===== config.mk =====
export PLATFORM = sky130hd
export DESIGN_NAME = rot_cordic
export DESIGN_NICKNAME = d
export VERILOG_FILES = /design/src/rtl/rot_cordic.sv
export SDC_FILE = /design/constraint.sdc
export NUM_CORES = 1
export LEC_CHECK = 0
export BUFFER_PORTS_ARGS = -buffer_cell sky130_fd_sc_hd__buf_4
export CAP_MARGIN = 15
export CORE_MARGIN = 2
export CORE_UTILIZATION = 45
export DETAILED_ROUTE_END_ITERATION = 6
export GPL_ROUTABILITY_DRIVEN = 0
export GPL_TIMING_DRIVEN = 1
export MAX_ROUTING_LAYER = met4
export PLACE_DENSITY_LB_ADDON = 0.25
export SYNTH_ARGS = -nofsm -noshare
export SYNTH_HDL_FRONTEND = slang
export SYNTH_SLANG_ARGS = --single-unit

===== constraint.sdc =====
create_clock -name clk -period 8.4 [get_ports clk]
set_input_delay 1.26 -clock clk [delete_from_list [all_inputs] [get_ports clk]]
set_output_delay 1.26 -clock clk [all_outputs]
set_load 0.05 [all_outputs]

===== src/rtl/rot_cordic.sv =====
module rot_cordic #(
  parameter int W  = 16,
  parameter int AW = 16,
  parameter int N  = 14
) (
  input  logic                 clk,
  input  logic                 rst_n,
  input  logic                 start,
  input  logic signed [W-1:0]  x_in,
  input  logic signed [W-1:0]  y_in,
  input  logic signed [AW-1:0] z_in,
  output logic                 busy,
  output logic                 done,
  output logic signed [W-1:0]  x_out,
  output logic signed [W-1:0]  y_out,
  output logic signed [AW-1:0] z_out
);
  localparam int CW = (N > 2) ? $clog2(N) : 1;

  // arctan(2^-i) with pi/2 = 2^31, rounded to AW bits
  function automatic logic [AW-1:0] atan_word(input int i);
    logic [31:0] b;
    logic [32:0] t;
    case (i)
      0:  b = 32'd1073741824;
      1:  b = 32'd633866812;
      2:  b = 32'd334917814;
      3:  b = 32'd170009512;
      4:  b = 32'd85334662;
      5:  b = 32'd42708930;
      6:  b = 32'd21359676;
      7:  b = 32'd10680490;
      8:  b = 32'd5340326;
      9:  b = 32'd2670174;
      10: b = 32'd1335088;
      11: b = 32'd667544;
      12: b = 32'd333772;
      13: b = 32'd166886;
      14: b = 32'd83443;
      15: b = 32'd41722;
      default: b = 32'd1367130551 >> i;
    endcase
    t = {1'b0, b} + (33'd1 << (31 - AW));
    return t[32-AW +: AW];
  endfunction

  logic signed [W-1:0]  xr, yr;
  logic signed [AW-1:0] zr;
  logic [CW-1:0]        cnt;
  logic                 busy_q, done_q;

  wire load = start & ~busy_q;

  wire signed [W-1:0]  xs   = load ? x_in : xr;
  wire signed [W-1:0]  ys   = load ? y_in : yr;
  wire signed [AW-1:0] zs   = load ? z_in : zr;
  wire [CW-1:0]        step = load ? '0 : cnt;
  wire                 neg  = zs[AW-1];

  wire signed [W-1:0]  xsh = xs >>> step;
  wire signed [W-1:0]  ysh = ys >>> step;
  wire signed [AW-1:0] ang = atan_word(int'(step));

  wire signed [W-1:0]  xn = neg ? xs + ysh : xs - ysh;
  wire signed [W-1:0]  yn = neg ? ys - xsh : ys + xsh;
  wire signed [AW-1:0] zn = neg ? zs + ang : zs - ang;

  always_ff @(posedge clk or negedge rst_n) begin
    if (!rst_n) begin
      xr     <= '0;
      yr     <= '0;
      zr     <= '0;
      cnt    <= '0;
      busy_q <= 1'b0;
      done_q <= 1'b0;
    end else begin
      done_q <= 1'b0;
      if (load || busy_q) begin
        xr <= xn;
        yr <= yn;
        zr <= zn;
      end
      if (load) begin
        if (N > 1) begin
          busy_q <= 1'b1;
          cnt    <= CW'(1);
        end else begin
          done_q <= 1'b1;
        end
      end else if (busy_q) begin
        if (cnt == CW'(N - 1)) begin
          busy_q <= 1'b0;
          done_q <= 1'b1;
        end else begin
          cnt <= cnt + CW'(1);
        end
      end
    end
  end

  assign busy  = busy_q;
  assign done  = done_q;
  assign x_out = xr;
  assign y_out = yr;
  assign z_out = zr;
endmodule


==> results_dict.tcl <==
set metrics [dict create \
    required_ps 8590 \
    violations "design-rule violations" \
    max_freq_mhz 151 \
    cts.sinks 54 \
    cp_slowest_stage_delay_ps 540 \
    drc 3 \
    grt_usage_pct 28.1 \
    stdcell_area_sq_um 9330 \
    holdCritPathClass "flip-flop to flip-flop" \
    drt_wl_total_microns 27300 \
    synth_area_sq_um 8360 \
    cts_inserted_buffers 5 \
    drt_iter0_drc 637 \
    nets 1294 \
    synthArstFlopShare_pct 100 \
    synth_ff_type "dfrtp_1" \
    hold_viol 0 \
    synth-simple-area-share_pct 27.6 \
    cts_resized 0 \
    cts_tree "yes" \
    yosys_warnings 0 \
    setup_tns_ps 0 \
    drv_slew 0 \
    arrival_ps 6820 \
    clock_latency_ps 320 \
    syn-num-nets 1243 \
    finClkSkew_ps 8.55 \
    core-area_sq_um 18100 \
    placedCellCount 1403 \
    drive_above_1_share_pct 16.3 \
    worst-setup-path-type "input port to flip-flop" \
    synth-seq-cells 54 \
    num_io_pins 101 \
    synth_top_family_by_area "simple AND/OR/NAND/NOR gates" \
    slowest_stage "nor4_4" \
    vias 8796 \
    synth_edf_count 0 \
    setup_viol 0 \
    synth_xor_area_share_pct 8.16 \
    maxCapViolCount 0 \
    place_area_sq_um 9180 \
    antenna_found_initial 0 \
    syn_inst 1130 \
    fin_crit_ps 6630 \
    yosysSeqAreaShare_pct 16.2 \
    endpoint_kind "flip-flop" \
    cts_setup_buffers 0 \
    path_cells "buf_4 > nand2b_4 > nand2_1 > inv_1 > ha_1 > and3b_1 > a31oi_1 > nor2_1 > ha_1 > nand4_1 > nor4_4 > xnor2_1 > o2111ai_1 > o21ai_0 > xnor2_1 > ha_1 > a2111oi_0 > o211ai_1 > a31o_2 > a2111oi_0 > or2_2 > a32oi_1" \
    synth-compound-area-share_pct 23.4 \
    cp_common_cell "ha_1" \
    cts_hold_buffers 0 \
    synthToLayoutAreaGrowth_pct 11.6 \
    min_period_over_period_pct 79.0 \
    n_fill_cell 1790 \
    grt.overflow.total 0 \
    fp.dieArea_sq_um 19700 \
    stdcell_count 1411 \
    initial_core_util_pct 46.2 \
    grt_max_degree 62 \
    hpwl_microns 20300 \
    crit_fanout 51 \
    yosysTopAreaCell "dfrtp_1" \
    synth_area_leaders "dfrtp_1, nand2_1, ha_1" \
    status "finished with violations" \
    die_w_microns 140 \
    ant_nets 0 \
    port-buffer-count 100 \
    holdWs_ps 500 \
    tightestPinTransition_ps 1070 \
    vias_per_cell 6.23 \
    root_buffer "clkbuf_16" \
    die_h_microns 140 \
    startpoint_type "input port" \
    muxShareOfSynthArea_pct 9.83 \
    clk_path_buf_depth 2 \
    rsz0062_at_grt "no" \
    rows 49 \
    antennaDiodeCount 0 \
    synth-adder-area-share_pct 9.55 \
    maxSlewHeadroom_pct 28.7 \
    regArea_sq_um 1350 \
    multi_input_area_sq_um 6590 \
    synth.avg_cell_area_sq_um 7.40 \
    first_pass_iters 7 \
    grt_first_pass_wirelength_microns 43000 \
    clk_pin_slew_worst_paths_ps 80 \
    synth_top_area_share_pct 16.2 \
    grt_pass1_vias 8119 \
    synth.distinct_cells 89 \
    post_drt_wl_per_cell_microns 19.3 \
    htree_num_levels 2 \
]
==> synthesized netlist by cell type (8+ instances only) <==
master / count
xnor2_1: 41
buf_2: 14
nor3_1: 23
nor2_1: 99
o31ai_1: 16
dfrtp_1: 54
a21oi_1: 73
nand3_1: 36
o21ai_0: 50
nor2b_1: 9
inv_1: 31
xor2_1: 35
a21o_1: 15
mux4_2: 16
nand2b_1: 12
mux2i_1: 20
ha_1: 59
nor3b_1: 10
or2_2: 9
nand3b_1: 9
a211oi_1: 10
mux2_2: 18
clkbuf_1: 32
o211ai_1: 13
and3_1: 8
a31oi_1: 17
nand2_1: 227
and2_1: 12
buf_1: 12
==> worst max-delay path: cells and delay by family <==
kind	cells	cell delay (ps)
AOI/OAI and AO/OA	8	2010
xor gates and xnor gates	2	430
adders and majority gates	3	760
and+or+nand+nor	7	2020
buffers and inverters	2	310
==> stage by stage <==
stage               worst slack (ps)  util, %
floorplan                       1670        -
global placement                1580     50.8
detailed placement              1400     50.8
CTS                             1730     51.6
global route                    1050     51.6
finish                          1770     51.6
==> cell usage in the layout, fill, tap and decap left out, drive strengths merged, types with 21 or more instances in the layout <==
master | netlist | routed
nand3 | 36 | 36
nor3 | 23 | 23
buf | 34 | 111
nand2 | 227 | 227
inv | 32 | 33
mux2i | 21 | 21
xnor2 | 41 | 41
a21oi | 75 | 75
xor2 | 36 | 36
dfrtp | 54 | 54
mux2 | 21 | 21
o21ai | 51 | 51
ha | 59 | 59
nor2 | 100 | 100
==> state kept, by name, summed over array words and instances (netlist names) <==
name   flops
z_out     16
y_out     16
cnt        4
x_out     16
busy       1
done       1
==> logic make-up after synthesis <==
| logic type | Yosys count |
|---|---|
| mux | 58 |
| fa+ha+maj | 62 |
| compound gates | 288 |
| xor+xnor | 77 |
| flops | 54 |
| buf+inv | 99 |
| simple gates | 492 |
==> cell type report <==
| cell class | instances | share of cell area (%) |
|---|---|---|
| Clock buffer | 5 | 1.34 |
| Clock inverter | 3 | 0.268 |
| Inverter | 32 | 1.29 |
| Multi-Input combinational cell | 977 | 70.6 |
| Sequential cell | 54 | 14.5 |
| Tap cell | 229 | 3.07 |
| Timing Repair Buffer | 111 | 8.93 |
==> path summary, 6_finish.rpt <==
| kind | cells after the start | end | from | slack [ps] |
|---|---|---|---|---|
| min in group asynchronous | 1 | z_out[10] | rst_n | 1010 |
| min | 2 | z_out[1] | z_out[1] | 500 |
| max | 22 | z_out[15] | start | 1770 |
| max reg2reg | 21 | z_out[15] | busy | 2100 |
| min reg2reg | 2 | z_out[1] | z_out[1] | 500 |
| max in group asynchronous | 1 | cnt[2] | rst_n | 6870 |
==> per-layer routing <==
metal	GRT usage, %	share of wire, %	vias to the layer above
met2	44.3	46	436
li1	-	-	4184
met1	35.3	40	4076
met3	4.68	8.7	100
met5	-	0	-
met4	13.2	5.2	0
Power is not shown: default switching activity piles up to over one toggle a cycle in this logic, so the estimate is an artifact.
